<file path="src/rtl/wdt_pkg.sv">
// Package: register offsets, field positions and reset values shared by the
// watchdog modules. Assumes a 16-bit data bus addressed in bytes.
package wdt_pkg;
    localparam int BUS_W    = 16;
    localparam int ADDR_W   = 5;
    localparam int BYTES    = BUS_W / 8;

    localparam logic [ADDR_W-1:0] OFS_RELOAD = 5'h00;
    localparam logic [ADDR_W-1:0] OFS_STAT1  = 5'h04;
    localparam logic [ADDR_W-1:0] OFS_STAT2  = 5'h06;
    localparam logic [ADDR_W-1:0] OFS_CTRL   = 5'h08;
    localparam logic [ADDR_W-1:0] OFS_INIT   = 5'h12;

    localparam int BIT_HALT     = 11;
    localparam int BIT_NOREBOOT = 0;
    localparam int BIT_FIRST    = 3;
    localparam int BIT_SECOND   = 1;
    localparam int BIT_BOOT     = 2;
endpackage

</file>
<file path="src/rtl/wdt_regs.sv">
// Register file: initial value, control bits, bus write decode into
// pulses, and the read multiplexer. Assumes CNT_W <= BUS_W.
module wdt_regs
    import wdt_pkg::*;
#(
    parameter int CNT_W    = 10,
    parameter int INIT_RST = 50,
    parameter int INIT_MIN = 4
) (
    input  logic                clk,
    input  logic                rst_n,
    input  logic [ADDR_W-1:0]   addr,
    input  logic [BUS_W-1:0]    wdata,
    input  logic [BYTES-1:0]    be,
    input  logic                we,
    input  logic [CNT_W-1:0]    count,
    input  logic                first_sts,
    input  logic                second_sts,
    input  logic                boot_sts,
    output logic [CNT_W-1:0]    init_val,
    output logic                halt,
    output logic                no_reboot,
    output logic                reload_p,
    output logic                clr_first_p,
    output logic                clr_second_p,
    output logic                clr_boot_p,
    output logic [BUS_W-1:0]    rdata
);
    localparam int PAD_W = BUS_W - CNT_W;

    logic [BUS_W-1:0] init_wide;
    logic [BUS_W-1:0] init_merged;
    logic [CNT_W-1:0] init_cand;
    logic             wr_init, wr_ctrl, wr_stat1, wr_stat2;

    assign init_wide = {{PAD_W{1'b0}}, init_val};

    // Per-byte merge of write data with the stored initial value.
    for (genvar b = 0; b < BYTES; b++) begin : g_merge
        assign init_merged[b*8 +: 8] = be[b] ? wdata[b*8 +: 8] : init_wide[b*8 +: 8];
    end
    assign init_cand = init_merged[CNT_W-1:0];

    // Address decode of the write strobe.
    always_comb begin
        wr_init  = we && (addr == OFS_INIT);
        wr_ctrl  = we && (addr == OFS_CTRL);
        wr_stat1 = we && (addr == OFS_STAT1);
        wr_stat2 = we && (addr == OFS_STAT2);
        reload_p = we && (addr == OFS_RELOAD);
        clr_first_p  = wr_stat1 && be[BIT_FIRST/8]  && wdata[BIT_FIRST];
        clr_second_p = wr_stat2 && be[BIT_SECOND/8] && wdata[BIT_SECOND];
        clr_boot_p   = wr_stat2 && be[BIT_BOOT/8]   && wdata[BIT_BOOT];
    end

    // Initial-value register; values below the minimum are dropped.
    always_ff @(posedge clk) begin
        if (!rst_n)
            init_val <= CNT_W'(INIT_RST);
        else if (wr_init && (init_cand >= CNT_W'(INIT_MIN)))
            init_val <= init_cand;
    end

    // Control bits, each written only under its own byte enable.
    always_ff @(posedge clk) begin
        if (!rst_n) begin
            halt      <= 1'b1;
            no_reboot <= 1'b1;
        end else if (wr_ctrl) begin
            if (be[BIT_HALT/8])     halt      <= wdata[BIT_HALT];
            if (be[BIT_NOREBOOT/8]) no_reboot <= wdata[BIT_NOREBOOT];
        end
    end

    // Read multiplexer.
    always_comb begin
        rdata = '0;
        unique case (addr)
            OFS_RELOAD: rdata = {{PAD_W{1'b0}}, count};
            OFS_INIT:   rdata = init_wide;
            OFS_STAT1:  rdata[BIT_FIRST] = first_sts;
            OFS_STAT2: begin
                rdata[BIT_SECOND] = second_sts;
                rdata[BIT_BOOT]   = boot_sts;
            end
            OFS_CTRL: begin
                rdata[BIT_HALT]     = halt;
                rdata[BIT_NOREBOOT] = no_reboot;
            end
            default: rdata = '0;
        endcase
    end
endmodule

</file>
<file path="src/rtl/wdt_counter.sv">
// Countdown counter: reload on request, decrement on an enabled tick,
// and at zero signal an expiry and reload. Assumes ticks are one cycle wide.
module wdt_counter #(
    parameter int CNT_W    = 10,
    parameter int INIT_RST = 50
) (
    input  logic             clk,
    input  logic             rst_n,
    input  logic             tick_en,
    input  logic             halt,
    input  logic             reload_p,
    input  logic [CNT_W-1:0] init_val,
    output logic [CNT_W-1:0] count,
    output logic             expire
);
    logic tick_act;

    // A tick counts only when the timer is not halted.
    assign tick_act = tick_en && !halt;
    // Expiry happens on a counting tick at zero, unless a reload takes priority.
    assign expire   = tick_act && !reload_p && (count == '0);

    // Counter state: reload first, then expiry reload, then decrement.
    always_ff @(posedge clk) begin
        if (!rst_n)
            count <= CNT_W'(INIT_RST);
        else if (reload_p)
            count <= init_val;
        else if (tick_act)
            count <= (count == '0) ? init_val : count - 1'b1;
    end
endmodule

</file>
<file path="src/rtl/wdt_escalate.sv">
// Escalation: tracks the first and second timeout flags and the boot flag,
// issues the reset pulse and holds the sticky indicator. Assumes expire is
// a single-cycle pulse.
module wdt_escalate (
    input  logic clk,
    input  logic rst_n,
    input  logic expire,
    input  logic no_reboot,
    input  logic clr_first_p,
    input  logic clr_second_p,
    input  logic clr_boot_p,
    output logic first_sts,
    output logic second_sts,
    output logic boot_sts,
    output logic reset_req,
    output logic reset_seen
);
    logic escalate, fire;

    // Second expiry is an expiry while the first flag is still set.
    assign escalate = expire && first_sts;
    assign fire     = escalate && !no_reboot;

    // Status flags: setting wins over a write-one-to-clear in the same cycle.
    always_ff @(posedge clk) begin
        if (!rst_n) begin
            first_sts  <= 1'b0;
            second_sts <= 1'b0;
            boot_sts   <= 1'b0;
        end else begin
            first_sts  <= (first_sts  && !clr_first_p)  || expire;
            second_sts <= (second_sts && !clr_second_p) || escalate;
            boot_sts   <= (boot_sts   && !clr_boot_p)   || fire;
        end
    end

    // Reset request pulse and its sticky record.
    always_ff @(posedge clk) begin
        if (!rst_n) begin
            reset_req  <= 1'b0;
            reset_seen <= 1'b0;
        end else begin
            reset_req  <= fire;
            reset_seen <= reset_seen || fire;
        end
    end
endmodule

</file>
<file path="src/rtl/wdt_top.sv">
// Top of the two-stage watchdog: joins the register file, the counter
// and the escalation logic. Assumes a synchronous active-low reset.
module wdt_top
    import wdt_pkg::*;
#(
    parameter int CNT_W    = 10,
    parameter int INIT_RST = 50,
    parameter int INIT_MIN = 4
) (
    input  logic               clk,
    input  logic               rst_n,
    input  logic               tick_en,
    input  logic [4:0]         bus_addr,
    input  logic [15:0]        bus_wdata,
    input  logic [1:0]         bus_be,
    input  logic               bus_we,
    output logic [15:0]        bus_rdata,
    output logic               reset_req,
    output logic               reset_seen
);
    logic [CNT_W-1:0] init_val, count;
    logic halt, no_reboot, reload_p, expire;
    logic clr_first_p, clr_second_p, clr_boot_p;
    logic first_sts, second_sts, boot_sts;

    wdt_regs #(.CNT_W(CNT_W), .INIT_RST(INIT_RST), .INIT_MIN(INIT_MIN)) regs_i (
        .clk(clk), .rst_n(rst_n), .addr(bus_addr), .wdata(bus_wdata),
        .be(bus_be), .we(bus_we), .count(count), .first_sts(first_sts),
        .second_sts(second_sts), .boot_sts(boot_sts), .init_val(init_val),
        .halt(halt), .no_reboot(no_reboot), .reload_p(reload_p),
        .clr_first_p(clr_first_p), .clr_second_p(clr_second_p),
        .clr_boot_p(clr_boot_p), .rdata(bus_rdata)
    );

    wdt_counter #(.CNT_W(CNT_W), .INIT_RST(INIT_RST)) cnt_i (
        .clk(clk), .rst_n(rst_n), .tick_en(tick_en), .halt(halt),
        .reload_p(reload_p), .init_val(init_val), .count(count), .expire(expire)
    );

    wdt_escalate esc_i (
        .clk(clk), .rst_n(rst_n), .expire(expire), .no_reboot(no_reboot),
        .clr_first_p(clr_first_p), .clr_second_p(clr_second_p),
        .clr_boot_p(clr_boot_p), .first_sts(first_sts),
        .second_sts(second_sts), .boot_sts(boot_sts),
        .reset_req(reset_req), .reset_seen(reset_seen)
    );
endmodule

</file>
<file path="config.mk">
export PLATFORM = sky130hd
export DESIGN_NAME = wdt_top
export DESIGN_NICKNAME = d
export VERILOG_FILES = /design/src/rtl/wdt_pkg.sv /design/src/rtl/wdt_regs.sv /design/src/rtl/wdt_counter.sv /design/src/rtl/wdt_escalate.sv /design/src/rtl/wdt_top.sv
export SDC_FILE = /design/constraint.sdc
export NUM_CORES = 1
export LEC_CHECK = 0
export BUFFER_PORTS_ARGS = -buffer_cell sky130_fd_sc_hd__clkbuf_2
export CORE_ASPECT_RATIO = 1.25
export CORE_UTILIZATION = 30
export DETAILED_ROUTE_END_ITERATION = 8
export PLACE_DENSITY = 0.58
export SETUP_SLACK_MARGIN = 0.5
export SLEW_MARGIN = 20
export SYNTH_ARGS = -nofsm -noshare
export SYNTH_HDL_FRONTEND = slang
export SYNTH_HIERARCHICAL = 1
export SYNTH_SLANG_ARGS = --single-unit
</file>
<file path="constraint.sdc">
create_clock -name clk -period 4.1 [get_ports clk]
set_input_delay 0.82 -clock clk [delete_from_list [all_inputs] [get_ports clk]]
set_output_delay 0.82 -clock clk [all_outputs]
set_load 0.1 [all_outputs]
</file>
==> results.toml <==
[timing]
skew_ns = 0.00335
fmax_mhz = 294
tightest_slew_ns = 0.820
finalHoldViolCount = 0
setup_ws_ns = 0.697
slew_viol_final = 0
rsz0062_at_grt = "false"
tns_ns = 0
max_slew_margin_pct = 44.5
finalCritPeriodShare_pct = 83.0
min_period_ns = 3.40
setup_viol_count_final = 0

[global_routing]
grt_pass1_wl_um = 7890
grt_pass1_vias = 1641
antenna_found_initial = 0
grtUsageMet3_pct = 2.99
grt_max_degree = 41
overflow = 0
track_usage_pct = 16.3
grt_busiest_layer = "met2"
grtUsageMet1_pct = 19.8
met2_usage_pct = 27.6

[detailed_routing]
drc_errors = 0
vias = 1699
first_pass_iters = 4
ant_nets = 0
drt-wirelength-per-cell_um = 15.7
drt_wl_total_um = 4760
drt_iter0_drc = 82
viasPerCell = 5.61

[finish]
final_nets = 268
diodes = 0
syn_to_final_growth_pct = 13.8
drive_gt1_share_pct = 22.6

[synth]
ys_seq_area_share_pct = 30.5
synth_top_cell_by_area = "dfxtp_1"
yosys_most_used_dff = "dfxtp_1"
ys_seq_elements = 27
synthArstFlopShare_pct = 0
yosysWarnings = 6
synth_cell_types = 61
syn_area_um2 = 1770
synth-edff-count = 0
synthCells = 208
synthTopCellsByArea = "dfxtp_1 31%, mux2i_1 6.8%, nand2_1 6.1%"
yosysTopAreaCellShare_pct = 30.5
synth_area_per_cell_um2 = 8.52

[pwr]
p_leak_uw = 0.000807
cell_internal_pwr_uw = 358
power_switching_uw = 164
seqPwrFrac_pct = 51.8
swShare_pct = 31.3
pwr-share-comb_pct = 16.8
p_clk_share_pct = 31.4
ir_worst_vdd_mv = 0.108
power-per-cell-area_nw_per_um2 = 259

[hold_path]
min-delay-path-class = "register to register"

[clock_network]
cts-htree-levels = 1
clk_pin_slew_worst_paths_ns = 0.10
root_buffer = "clkbuf_8"
cts_tree = "built"
worstSkewPairLatency_ns = 0.29
cts_setup_buffers = 0
cts_buffers = 3
cts.path.max_buffers = 2
cts.sinks = 27

[placement]
dp_hpwl_um = 3460
port_buffers = 34
post-place-ws_ns = 0.550
gp_congestion = 0.804

[flow_run]
maxCapViolCount = 0

[status]
status = "completed"

[worst_setup_path]
cp_slowest_stage_delay_ns = 0.63
cp_cell_sequence = "clkbuf_2 -> or4_1 -> nor2_4 -> a222oi_1 -> inv_1 -> clkbuf_2"
critical_path.most_common_cell = "clkbuf_2"
path_buf_inv = 3
crit_slowest_cell = "or4_1"
arrival_ns = 2.58
end_kind = "output pin"
crit_type = "primary input to output pin"
crit_fanout = 10
crit_family = "simple AND/OR/NAND/NOR gates"
critPathRequiredTime_ns = 3.28
start_kind = "primary input"

[floorplan]
start_util_pct = 31.9
ios = 45
die_x_um = 70.7
core_um2 = 5560
die_h_um = 87.9
rows = 30
dieArea_um2 = 6220
-- cell families (layout without fill, tap and decap cells) --
logic type,after synthesis,count (layout),synth area share [%]
other cells,1,5,0.212
compound gates,49,49,22.4
buf+inv,24,51,7.20
mux,13,13,7.42
flops,27,27,30.5
fa+ha+maj,1,1,0.706
simple gates,92,92,31.1
xor+xnor,1,1,0.494
-- cell usage in the layout (no fill, tap or decap), types with 5 or more instances in the layout --
cell      count
nor2_1        7
a21oi_1       5
a22o_1        6
nor2b_1       9
o21ai_0       8
inv_1        12
clkbuf_2     34
nor3_1        9
nand2_1      29
conb_1        5
dfxtp_1      27
mux2i_1      12
-- power by group through the flow --
stage / combinational, µW / clock (µW) / sequential [µW]
floorplan: 68.8 / 0 / 275
global route: 94.2 / 179 / 272
finish: 87.7 / 164 / 271
detailed placement: 87.3 / 0 / 276
global placement: 86.8 / 0 / 277
CTS: 87.4 / 166 / 271
-- worst min-delay path: cells and delay by family, from the launching register on --
kind,cells,cell delay [ns]
flops,1,0.32
simple gates,2,0.09
-- repair_timing --
item | 4_1_cts | 5_1_grt
gates resized for setup | 0 | 1
setup endpoints to repair | 0 | 1
hold buffers | 0 | 0
-- area by class of cell --
type                       instances  area (µm²)
multi-input combinational        161        1130
timing repair buffer              35         178
inverter                          12        45.0
clock inverter                     1        5.00
fill                             592        3540
tap                               64        80.1
clock buffer                       3        41.3
sequential                        27         541
-- path summary, 6_finish.rpt --
path / from / to / slack, ns / depth (start not counted)
worst min-delay path: esc_i/reset_seen / esc_i/reset_seen / 0.45 / 2
worst max-delay path: bus_addr[0] / bus_rdata[0] / 0.70 / 6
worst min register to register: esc_i/reset_seen / esc_i/reset_seen / 0.45 / 2
worst max register to register: cnt_i/count[0] / cnt_i/count[8] / 1.98 / 6
-- layer usage --
layer  vias to the layer above  share of wire (%)
met2                        58                 50
li1                        829                  -
met1                       804                 44
met4                         0                2.2
met3                         8                4.2
met5                         -                  0
-- synth_stat cells (all sizes together), types with 3 or more instances --
library cell and number:
or4 4, a22o 6, clkbuf 5, a31oi 3
nand4 3, buf 7, nor2 8, nor3b 3
dfxtp 27, nor2b 9, o22ai 3, nor4 3
inv 12, a222oi 3, o21ai 9, mux2i 12
a21oi 5, nand2b 3, nor3 10, nand2 30
and2 3
-- sequential cells by signal (all words and copies together) (netlist names) --
name / cells
regs_i/halt: 1
regs_i/no_reboot: 1
esc_i/reset_req: 1
esc_i/second_sts: 1
esc_i/boot_sts: 1
esc_i/reset_seen: 1
esc_i/first_sts: 1
cnt_i/count: 10
regs_i/init_val: 10
-- stage by stage --
step	cell area [µm²]	util (%)	hold WS (ns)	power, µW	cells
floorplan	1790	-	0.448	344	212
global placement	1970	35.4	0.432	363	299
detailed placement	1970	35.4	0.434	364	299
CTS	2010	36.2	0.451	524	303
global route	2020	36.3	0.467	545	303
finish	2020	36.3	0.447	522	303
Power figures use the tool's default switching activity.
